[src/rtl/pulse_sched.sv]
module pulse_sched #(
  parameter int DEPTH = 8,
  parameter int IW    = 8,
  parameter int MW    = 8
) (
  input  logic          clk,
  input  logic          rst_n,
  input  logic          frame_start,
  input  logic          upd_we,
  input  logic          upd_chan,
  input  logic          upd_low,
  input  logic [IW-1:0] interval,
  input  logic [MW-1:0] max_width,
  output logic          real_pulse_n,
  output logic          react_pulse_n,
  output logic          upd_lost,
  output logic          ovf
);
  localparam int CW = $clog2(DEPTH + 1);
  localparam int AW = (DEPTH > 1) ? $clog2(DEPTH) : 1;
  localparam int TW = IW + 2;
  localparam int RW = MW + 1;

  logic [TW-1:0] tcnt, lim;
  logic          tick;
  logic [RW-1:0] nmax;
  logic          no_clip;
  logic [1:0]    pulse_n, flush, drop;

  assign lim     = (interval == '0) ? TW'(4) : {interval, 2'b00};
  assign tick    = !frame_start && (tcnt >= lim - TW'(1));
  assign nmax    = {max_width, 1'b1};
  assign no_clip = &max_width;

  always_ff @(posedge clk) begin
    if (!rst_n)                   tcnt <= '0;
    else if (frame_start || tick) tcnt <= '0;
    else                          tcnt <= tcnt + TW'(1);
  end

  for (genvar c = 0; c < 2; c++) begin : g_ch
    logic [DEPTH-1:0] q, q_n;
    logic [CW-1:0]    cnt, cnt_n;
    logic             wr, pop, lvl, clip, start_hi, start_lo, cont;
    logic [RW-1:0]    run;

    assign wr       = upd_we && (upd_chan == 1'(c));
    assign pop      = tick && (cnt != '0);
    assign start_hi = pop && !q[0];
    assign start_lo = pop && q[0] && !lvl;
    assign cont     = tick && lvl && !start_hi && !start_lo;

    always_comb begin
      q_n   = q;
      cnt_n = cnt;
      if (frame_start) begin
        q_n   = '0;
        cnt_n = '0;
        if (wr) begin
          q_n[0] = upd_low;
          cnt_n  = CW'(1);
        end
      end else begin
        if (pop) begin
          q_n   = q >> 1;
          cnt_n = cnt - CW'(1);
        end
        if (wr && cnt < CW'(DEPTH)) begin
          q_n[cnt_n[AW-1:0]] = upd_low;
          cnt_n = cnt_n + CW'(1);
        end
      end
    end

    always_ff @(posedge clk) begin
      if (!rst_n) begin
        q   <= '0;
        cnt <= '0;
      end else begin
        q   <= q_n;
        cnt <= cnt_n;
      end
    end

    always_ff @(posedge clk) begin
      if (!rst_n) begin
        lvl  <= 1'b0;
        clip <= 1'b0;
        run  <= '0;
      end else if (start_hi) begin
        lvl  <= 1'b0;
        clip <= 1'b0;
        run  <= '0;
      end else if (start_lo) begin
        lvl  <= 1'b1;
        clip <= 1'b0;
        run  <= RW'(1);
      end else if (cont) begin
        if (!no_clip && run >= nmax) clip <= 1'b1;
        else if (run != '1)          run  <= run + RW'(1);
      end
    end

    assign pulse_n[c] = !(lvl && !clip);
    assign flush[c]   = frame_start && (cnt != '0);
    assign drop[c]    = wr && !frame_start && (cnt == CW'(DEPTH));
  end

  always_ff @(posedge clk) begin
    if (!rst_n) begin
      upd_lost <= 1'b0;
      ovf      <= 1'b0;
    end else begin
      upd_lost <= |flush;
      ovf      <= ovf | (|drop);
    end
  end

  assign real_pulse_n  = pulse_n[0];
  assign react_pulse_n = pulse_n[1];
endmodule

[config.mk]
export PLATFORM = sky130hd
export DESIGN_NAME = pulse_sched
export DESIGN_NICKNAME = d
export VERILOG_FILES = /design/src/rtl/pulse_sched.sv
export SDC_FILE = /design/constraint.sdc
export NUM_CORES = 1
export LEC_CHECK = 0
export CORE_AREA = 3 3 86 88
export DETAILED_ROUTE_END_ITERATION = 12
export DIE_AREA = 0 0 89 91
export PLACE_DENSITY = 0.76
export REMOVE_ABC_BUFFERS = 1
export SYNTH_ARGS = -nofsm -noshare
export SYNTH_HDL_FRONTEND = slang
export SYNTH_SLANG_ARGS = --single-unit
[constraint.sdc]
create_clock -name clk -period 7.7 [get_ports clk]
set_input_delay 1.54 -clock clk [delete_from_list [all_inputs] [get_ports clk]]
set_output_delay 1.54 -clock clk [all_outputs]
set_load 0.01 [all_outputs]
Word level (Yosys, flattened, before mapping). Cells that the tools add are included.

Flip-flop bits (word level): 58. Input bits: 22. Output and inout bits: 4. Word-level logic and storage cells: 148.

$add $sub $neg: 8. Order comparisons: 9. Eq/ne operators: 6. Multiplexer cells: 35. Bitwise operators: 5. Reductions and logical operators: 68.

Operators by type and width (number): 2-to-1 mux 8 bit (6); 2-to-1 mux 4 bit (8); logical AND 1 bit (31); adder 9 x 1 -> 9 bit (second input constant) (2); greater-or-equal comparator 9 bit (2); != test 9 bit (second input constant) (2); bitwise mux 8 bit (2); 2-to-1 mux 1 bit (16); logical NOT 1 bit (14); AND reduction 3 bit (4); OR reduction 2 bit (6); adder 10 x 1 -> 10 bit (second input constant) (1); greater-or-equal comparator 10 bit (1); 2-to-1 mux 10 bit (1); subtractor 10 x 1 -> 10 bit (second input constant) (1); adder 4 x 1 -> 4 bit (second input constant) (2); == test 4 bit (second input constant) (2); logical NOT 8 bit (1); < comparator 3 x 4 -> 1 bit (second input constant) (2); < comparator 4 bit (second input constant) (2); AND reduction 8 bit (1); nonzero test 2 bit (4); nonzero test 4 bit (2); subtractor 4 x 1 -> 4 bit (second input constant) (2); other kinds (8) (16).

Logic depth before layout (Yosys ltp). Gate-level depths: netlist of run 1.

Word-level depth: 15. Gate-level depth with buffers: 16. Depth with buffers taken out: 15.

Least setup slack after synthesis of run 1. No wires, ideal clock.

Path type: input to register. Start point: in interval[2]. End point: reg g_ch[1].q[0]. Setup time: 0.134 ns. Data arrival time: 4.314 ns. Required time: 7.566 ns. Setup slack: 3.253 ns. Stages on the path: 14. Path buffers: 1. Cell sequence: nor4_1 nand2_1 o21bai_1 inv_1 ha_1 ha_1 a211oi_2 a211oi_4 o31ai_2 buf_6 o211ai_1 a211oi_1 mux2i_1 o22ai_1.

Cells in the longest elaborated chain, start to end: 15. Elaborated cells between the ends (all ways): 18. Classes of those cells: add/sub: 1; order compare: 3; mux: 10; reduce/logical: 4.

Ends and longest elaborated chain: start, declared (RTL line 12) `input logic [IW-1:0] interval,`; logical NOT 8 bit (RTL line 30) `assign lim = (interval == '0) ? TW'(4) : {interval, 2'b00};`; 2-to-1 mux 10 bit (*) (RTL line 30); subtractor 10 x 1 -> 10 bit (*) (RTL line 31) `assign tick = !frame_start && (tcnt >= lim - TW'(1));`; greater-or-equal comparator 10 bit (*) (RTL line 31); logical AND 1 bit (*) (RTL line 31); logical AND 1 bit (*) (RTL line 48) `assign pop = tick && (cnt != '0);`; 2-to-1 mux 4 bit (RTL line 64) `if (pop) begin`; 2-to-1 mux 4 bit (RTL line 56) `if (frame_start) begin`; < comparator 3 x 4 -> 1 bit (not written as such) or greater-or-equal comparator 3 x 1 -> 1 bit (tied branches) (RTL line 69) `q_n[cnt_n[AW-1:0]] = upd_low;`; logical AND 1 bit (not written as such) (RTL line 69); 2-to-1 mux 1 bit (not written as such) (RTL line 69); demux 1 bit (select 3 bit) (RTL line 69); bitwise mux 8 bit (RTL line 69); 2-to-1 mux 8 bit (*) (RTL line 68) `if (wr && cnt < CW'(DEPTH)) begin`; 2-to-1 mux 1 bit (*) (RTL line 56); end signal, assigned (RTL line 80) `q <= q_n;`; end, declared (RTL line 42) `logic [DEPTH-1:0] q, q_n;`.

Mark *: on every way between the ends. The rest lies on a longest branch, timed or not. The select of a mux whose other input is x is not followed. A chain may end at the register's enable or synchronous reset.

Final worst setup path of run 1.
Start point: in interval[2]. End point: reg g_ch[0].q[7].

Cells in the longest elaborated chain, start to end: 14. Elaborated cells between the ends (all ways): 17. Classes of those cells: add/sub: 1; order compare: 3; mux: 9; reduce/logical: 4.

Ends and longest elaborated chain (RTL line): logical NOT 8 bit (30); 2-to-1 mux 10 bit (*) (30); subtractor 10 x 1 -> 10 bit (*) (31); greater-or-equal comparator 10 bit (*) (31); logical AND 1 bit (*) (31); logical AND 1 bit (*) (48); 2-to-1 mux 4 bit (64); 2-to-1 mux 4 bit (56); < comparator 3 x 4 -> 1 bit (not written as such) or greater-or-equal comparator 3 x 1 -> 1 bit (tied branches) (69); logical AND 1 bit (not written as such) (69); 2-to-1 mux 1 bit (not written as such) (69); demux 1 bit (select 3 bit) (69); bitwise mux 8 bit (69); 2-to-1 mux 8 bit (*) (68); end signal, assigned (80); end, declared (42).

Marked as above.

==> results, run 1 <==
- The final hold violation count came to 0.
- The static leakage is 1.70 nW.
- The floorplan step defined a core boundary enclosing 6720 um^2.
- The count of unresolved DRC violations after routing is 0.
- After detailed routing, the number of vias per cell comes to 6.08.
- The detail route stage leaves a number of antenna-violating nets equal to 0.
- At the end of the flow the core is filled with cells to 65.0%.
- The critical path is of the in -> reg type.
- The run finished with clean final reports.
- The clock arrives with 7.96 ps of skew.
- Pin placement for this block handled 26 I/O pins.
- The initial utilization of the core area, before any placement, comes to 56.8%.
- Port buffering added 25 buffers.
- For the pin with the worst max-slew slack, the measured transition is 1150 ps.
- Clock-pin slew was measured on the worst setup and hold paths at 70 ps.
- For the final routed database, the setup TNS stands at 0 ps.
- The arrival time of data at the critical path endpoint is 6140 ps.
- The number of placed instances, taps included, is 539.
- The via count of the first global-routing pass is 3,116.
- The sequential area share after synthesis is 30.4%.
- A synthesized cell averages 8.62 um^2.
- The routed length per instance is 15.5 um.
- The count of inserted antenna diode cells is 0.
- Clock latency on the worst-skew pair, taken at its later pin, is 350 ps.
- Setup repair after global routing left no endpoint under its margin.
- The fill cell total of the finished layout is 560.
- In the post-synthesis netlist, the cell with the most instances is sky130_fd_sc_hd__dfxtp_1.
- VDD sags by at most 0.0791 mV.
- Sorting the synthesized cells by area gives the leading types as sky130_fd_sc_hd__dfxtp_1 (30%), sky130_fd_sc_hd__ha_1 (10%), sky130_fd_sc_hd__xor2_1 (5.7%), sky130_fd_sc_hd__nor2_1 (4.9%), sky130_fd_sc_hd__mux2i_1 (4.5%).
- The data required time of the worst path is 7980 ps.
- The number of maximum-capacitance constraint violations is 0.
- Entering global routing, the biggest net connects 15 pins.
- Buffers inserted during clock tree synthesis total 9.
- The relative area change from synthesis to final layout is 14.3%.
- In the final layout, the multi-input gates occupy 2530 um^2.
- The area of the mapped netlist is 3820 um^2.
- The number of failing setup endpoints in the final timing report is 0.
- The slowest stage of the critical path is the sky130_fd_sc_hd__o31ai_2 cell.
- In the synthesized netlist, the cells that appear most often are sky130_fd_sc_hd__dfxtp_1 (58), sky130_fd_sc_hd__nor2_1 (50), sky130_fd_sc_hd__nand2_1 (38).
- The initial antenna violation count is 0.
- The number of enable-type register cells in the synthesized netlist is 0.
- The final number of max-transition violations is 0.
- The launching element type of the critical path is a primary input.
- Yosys mapped the design onto 63 distinct sky130hd cell types.
- The largest stage delay on the critical path is 980 ps.
- The initialized floorplan defines 30 standard-cell rows.
- The flip-flop and latch count after synthesis is 58.
- The maximum clock frequency is 0.171 GHz.
- The number of buffers inserted by post-CTS setup repair is 0.
- For this run, asynchronously set or reset flops after synthesis account for 0%.
- The CTS tree is done.
- The CTS sink count is 58.
- The most used flip-flop cell after synthesis is sky130_fd_sc_hd__dfxtp_1.
- The kind of cell adding the most delay to the critical path is compound AO/OA/AOI/OAI gates.
- Counting stages on the worst path, the most repeated cell is sky130_fd_sc_hd__ha_1.
- The worst min-delay path class is reg -> reg.
- Summed over all layers, the global routing overflow is 0.
- The total of warnings raised by yosys is 0.
- The overall routing resource usage is 22.4%.
- The fraction of synthesized cell area taken by the top area cell type is 30.4%.
- Detailed placement ended at an HPWL of 6240 um.
- The die is 89 um wide.
- The buffers plus inverters on the worst setup path is 2.
- The area taken by flip-flops and latches is 1160 um^2.
- Buffers inserted to repair hold after CTS numbered 0.
- The clock period minus final worst setup slack is 5860 ps.
- Dividing the final minimum period by the clock period gives 76.1%.
- The overall via count from detail_route is 3,373.
- The number of gates resized after CTS was 0.
- The share of layout cells above drive strength 1 is 9.05%.
- The iteration count of the initial detailed-routing pass is 4.
- The worst slew margin relative to its limit is 23.0%.
- The routed design has 8620 um of wire.
- STA classifies the critical path endpoint as a flop.
- The maximum buffer depth of the clock tree is 2.
- The power density over the cells is 164 nW/um^2.
- At the end of routability-driven placement, the weighted congestion stood at 0.882.
- The wire length of the first global-routing pass is 14,500 um.
- The clock tree synthesis step divided the H-tree into 3 levels.
- The signal on the critical path passes through clkdlybuf4s50_1 -> nor4_1 -> nand2_1 -> o21bai_1 -> inv_1 -> ha_1 -> ha_1 -> a211oi_2 -> a211oi_4 -> o31ai_2 -> o21ai_0 -> or2_0 -> nor2_1 -> mux2i_1.
- The tree is rooted in a sky130_fd_sc_hd__clkbuf_8.
- The die covers 8100 um^2.
- The final layout contains 524 nets.
- The largest total area in the synthesized netlist belongs to sky130_fd_sc_hd__dfxtp_1.
- The detailed router finished its first iteration with 240 violations.
- The height of the chip is 91 um.
- Synthesis produced a netlist whose cell count is 443.
- In this run the worst path has a maximum fanout of 12.
- Once layout is complete, the cells apart from fillers number 555.
sequential cells by signal, indices dropped and copies added, names as in the netlist:
register and cells:
g_ch.clip 2, ovf 1, g_ch.cnt 8, upd_lost 1
g_ch.run 18, g_ch.q 16, tcnt 10, g_ch.lvl 2
cell families after synthesis:
| group | count (synthesis) | synth area share, % |
|---|---|---|
| simple gates | 181 | 24.5 |
| xor+xnor | 31 | 7.11 |
| fa+ha+maj | 32 | 10.5 |
| mux | 23 | 6.23 |
| flops | 58 | 30.4 |
| buf+inv | 29 | 3.34 |
| compound gates | 89 | 18.0 |
per-layer routing:
metal  GRT usage (%)  up-vias  wire length [um]
met1            29.9     1587              3980
met4            7.32        0               159
met5               0        -                 0
met3            4.72       16               457
li1                -     1665                 -
met2            35.6      105              4020
power by group:
| part | switching [mW] | internal, mW |
|---|---|---|
| Clock | 0.132 | 0.215 |
| Sequential | 0.00414 | 0.302 |
| Combinational | 0.0358 | 0.0270 |
| Total | 0.172 | 0.544 |
final cells by class:
| cell class | count | share of cell area (%) |
|---|---|---|
| timing repair buffer | 27 | 6.08 |
| clock buffer | 9 | 2.84 |
| sequential | 58 | 26.6 |
| tap | 80 | 2.29 |
| inverter | 18 | 1.55 |
| clock inverter | 7 | 2.69 |
| multi-input combinational | 356 | 57.9 |
worst reg2reg max path: stages (launching register included):
cell                       delay (ps)
sky130_fd_sc_hd__dfxtp_1          350
sky130_fd_sc_hd__ha_1             350
sky130_fd_sc_hd__a211oi_2         340
sky130_fd_sc_hd__a211oi_4         140
sky130_fd_sc_hd__o31ai_2          980
sky130_fd_sc_hd__o21ai_0          350
sky130_fd_sc_hd__or2_0            400
sky130_fd_sc_hd__nor2_1           270
sky130_fd_sc_hd__mux2i_1          210
layout by cell type, fill, tap and decap left out, drive strengths merged, types with 4 or more instances in the layout:
| cell type | count |
|---|---|
| mux2i | 17 |
| clkdlybuf4s50 | 25 |
| xor2 | 25 |
| a211oi | 9 |
| xnor2 | 6 |
| a21boi | 6 |
| and3 | 13 |
| ha | 32 |
| mux2 | 6 |
| o21a | 9 |
| nand2 | 38 |
| clkbuf | 9 |
| nor3 | 17 |
| nand4 | 13 |
| clkinv | 4 |
| inv | 18 |
| dfxtp | 58 |
| nand4b | 4 |
| a21oi | 9 |
| or3 | 4 |
| o21ai | 20 |
| nand2b | 6 |
| o211ai | 6 |
| nand3 | 16 |
| a31oi | 7 |
| nor2 | 52 |
final timing paths:
path	startpoint	endpoint	slack (ps)	cells past startpoint
hold reg to reg	ovf	ovf	470	2
setup reg to reg	tcnt[3]	g_ch[0].q[7]	4260	8
setup / recovery	interval[2]	g_ch[0].q[7]	1840	14
hold / removal	ovf	ovf	470	2
metrics by stage:
stage	hold slack (ps)	setup slack [ps]	total power, mW	area, um^2
2_1_floorplan	446	2780	0.347	3760
3_3_place_gp	456	1860	0.373	4120
3_5_place_dp	453	1640	0.375	4120
4_1_cts	470	1860	0.721	4360
5_1_grt	511	1490	0.742	4360
6_report	467	1840	0.716	4360
Note: power is estimated with default switching activity, not from simulation.
==> inputs of run 2 (changes only) <==
- clock period: 7.7 -> 6.1 ns (I/O delays scaled with it)
==> results, run 2 (same netlist as run 1, synthesis figures left out) <==
- Entering global routing, the biggest net connects 15 pins.
- At the end of the flow the core is filled with cells to 65.0%.
- Summing all placed instances gives a cell area of 4130 um^2.
- Including well taps, the total number of placed cells is 540.
- STA classifies the critical path endpoint as a flop.
- Buffers added to address setup during post-CTS repair amount to 0.
- The overall via count from detail_route is 3,328.
- For this run, the total global-route usage over all layers was measured as 22.2%.
- The height of the chip is 91 um.
- In the routed layout, each cell is associated on average with a via count of 5.99.
- Clock-pin slew was measured on the worst setup and hold paths at 70 ps.
- Summed over all nets, the half-perimeter wirelength after detailed placement is 6130 um.
- Walking the worst path, the cells encountered are clkdlybuf4s50_1 -> nor4_1 -> nand2_1 -> o21bai_1 -> inv_1 -> ha_1 -> nand2_1 -> xor2_1 -> ha_1 -> nand4_1 -> nor2_1 -> o31ai_2 -> buf_4 -> o21ai_0 -> or2_0 -> o21bai_1 -> mux2i_1.
- Input and output buffers added on the ports amount to 25.
- The iteration count of the initial detailed-routing pass is 6.
- At the worst endpoint, the arrival time is 5050 ps.
- The total power draw is 887 uW.
- The congestion estimate from routability-driven global placement came to 0.933.
- The number of design-rule violations left by the first detailed-router iteration is 290.
- The largest stage delay on the critical path is 470 ps.
- For this run, design rule violations remaining after detail routing come to 0.
- More flip-flops sit in one register than any other, and that register is g_ch.run.
- From synthesis to final layout, the design area changed by 14.4%.
- 26 I/O pins were placed.
- The number of cells on the worst reg-to-reg path is 10.
- The number of maximum-capacitance constraint violations is 0.
- The flow ran to the end, and the final reports show no timing, DRC or antenna violations.
- The library cells used most frequently in the layout, excluding fill and tap cells, are sky130_fd_sc_hd__dfxtp_1 (58), sky130_fd_sc_hd__nor2_1 (50), sky130_fd_sc_hd__nand2_1 (38), sky130_fd_sc_hd__ha_1 (32).
- The setup clock skew after layout is 7.92 ps.
- In this run the worst path has a maximum fanout of 12.
- The tree is rooted in a sky130_fd_sc_hd__clkbuf_8.
- The most common library cell in the layout ignoring fill and taps is sky130_fd_sc_hd__dfxtp_1.
- Once detail routing completed, the nets flagged for antenna violations numbered 0.
- The sum of routed wire length over all layers is 8480 um.
- The die width is 89 um.
- The static leakage is 1.70 nW.
- The number of buffers created by CTS is 9.
- In this run the tightest slew margin relative to its limit is 60.8%.
- Cells with a size suffix above 1 make up 9.24% of the layout.
- At the pin with the least slew margin, the transition time is 587 ps.
- The final number of max-transition violations is 0.
- Dividing total power by cell area gives a power density of 203 nW/um^2.
- Setup violations remaining at the end of the flow were counted as 0.
- The largest registers in the layout are g_ch.run (18), g_ch.q (16), tcnt (10).
- The total grt overflow is 0.
- The maximum buffer depth of the clock tree is 2.
- The final cell count without fillers is 556.
- The slowest stage of the critical path belongs to the cell sky130_fd_sc_hd__clkdlybuf4s50_1.
- The initial antenna violation count is 0.
- The initial utilization of the core area, before any placement, comes to 56.8%.
- The overall die area is 8100 um^2.
- After the last flow step, the layout net total stands at 525.
- The tree built by TritonCTS fans out to 58 sinks.
- The final hold violation count is 0.
- The ratio of final minimum period to clock period is 78.4%.
- The register with the most flip-flops in the layout has 18 of them.
- For the worst-skew pair, the clock arrives at the later sink with an insertion delay of 340 ps.
- The floorplan has 30 rows.
- The worst hold path was traced through 2 stages.
- The number of hold buffers added after cts is 0.
- The maximum clock frequency is 0.209 GHz.
- For the final routed database, the setup TNS stands at 0 ps.
- The via count of the first global-routing pass is 3,196.
- The wire length of the first global-routing pass is 14,600 um.
- The worst register-to-register path has a setup slack of 3390 ps.
- TritonCTS built the clock tree.
- The worst-case vdd ir drop is 0.0956 mV.
- By startpoint and endpoint, the worst setup path is classified as in -> reg.
- The clock period could shrink to 4780 ps.
- Post-CTS repair changed the size of 0 cells.
- Summing all non-filler instances in the final layout gives an area of 4370 um^2.
- The worst setup path is launched from a primary input.
- The path class of the tightest hold or removal check is reg -> reg.
- The data required time of the worst path is 6370 ps.
- 0 antenna diodes ended up in the layout.
- The total core area is 6720 um^2.
- Setup repair after global routing left no endpoint under its margin.
- The number of levels the H-tree was split into is 3.
- After detailed routing, the average wire length per cell comes to 15.3 um.
## run 2: cell count changes in the layout (fill, tap and decap cells not counted)
cell                         previous run  this run
sky130_fd_sc_hd__clkbuf_8               9        12
sky130_fd_sc_hd__bufinv_16              3         2
sky130_fd_sc_hd__buf_4                  2         3
sky130_fd_sc_hd__clkinv_2               2         1
sky130_fd_sc_hd__clkinv_4               2         0
sky130_fd_sc_hd__clkinvlp_4             0         1
## run 2: critical path, delay by kind of cell
family                     cells  cell delay, ps
AOI/OAI and AO/OA              4             840
muxes                          1             200
and+or+nand+nor                6            1480
buffers and inverters          3             750
xor gates and xnor gates       1              70
adders and majority gates      2             490
## run 2: cell type report
type	instances	area (um^2)
fillers	564	2350
well taps	80	100
inverters	18	67.6
clock inverters	4	72.6
repair buffers	28	273
multi-input cells	356	2530
clock buffers	12	165
flip-flops and latches	58	1160
## run 2: final timing paths
check,from,endpoint
hold reg to reg,ovf,ovf
setup / recovery,interval[2],g_ch[0].q[4]
hold / removal,ovf,ovf
setup reg to reg,g_ch[1].cnt[0],g_ch[1].run[6]
## run 2: metrics by stage
step	setup slack, ps	hold WS (ps)
2_1_floorplan	1500	446
3_3_place_gp	1200	452
3_5_place_dp	1040	457
4_1_cts	1370	473
5_1_grt	871	482
6_report	1320	474
## run 2: metal layers
metal	global-route usage, %	vias to the layer above	routed length, um
li1	-	1661	-
met1	30.9	1521	4020
met2	33.7	124	3740
met3	5.35	22	594
met4	7.20	0	132
met5	0	-	0
## run 2: report_power, final
group,internal [mW],leakage [nW],total (mW),switching [mW]
registers,0.382,0.468,0.387,0.00504
logic,0.0342,1.11,0.0795,0.0454
clock network,0.263,0.119,0.421,0.159
total,0.678,1.70,0.887,0.209
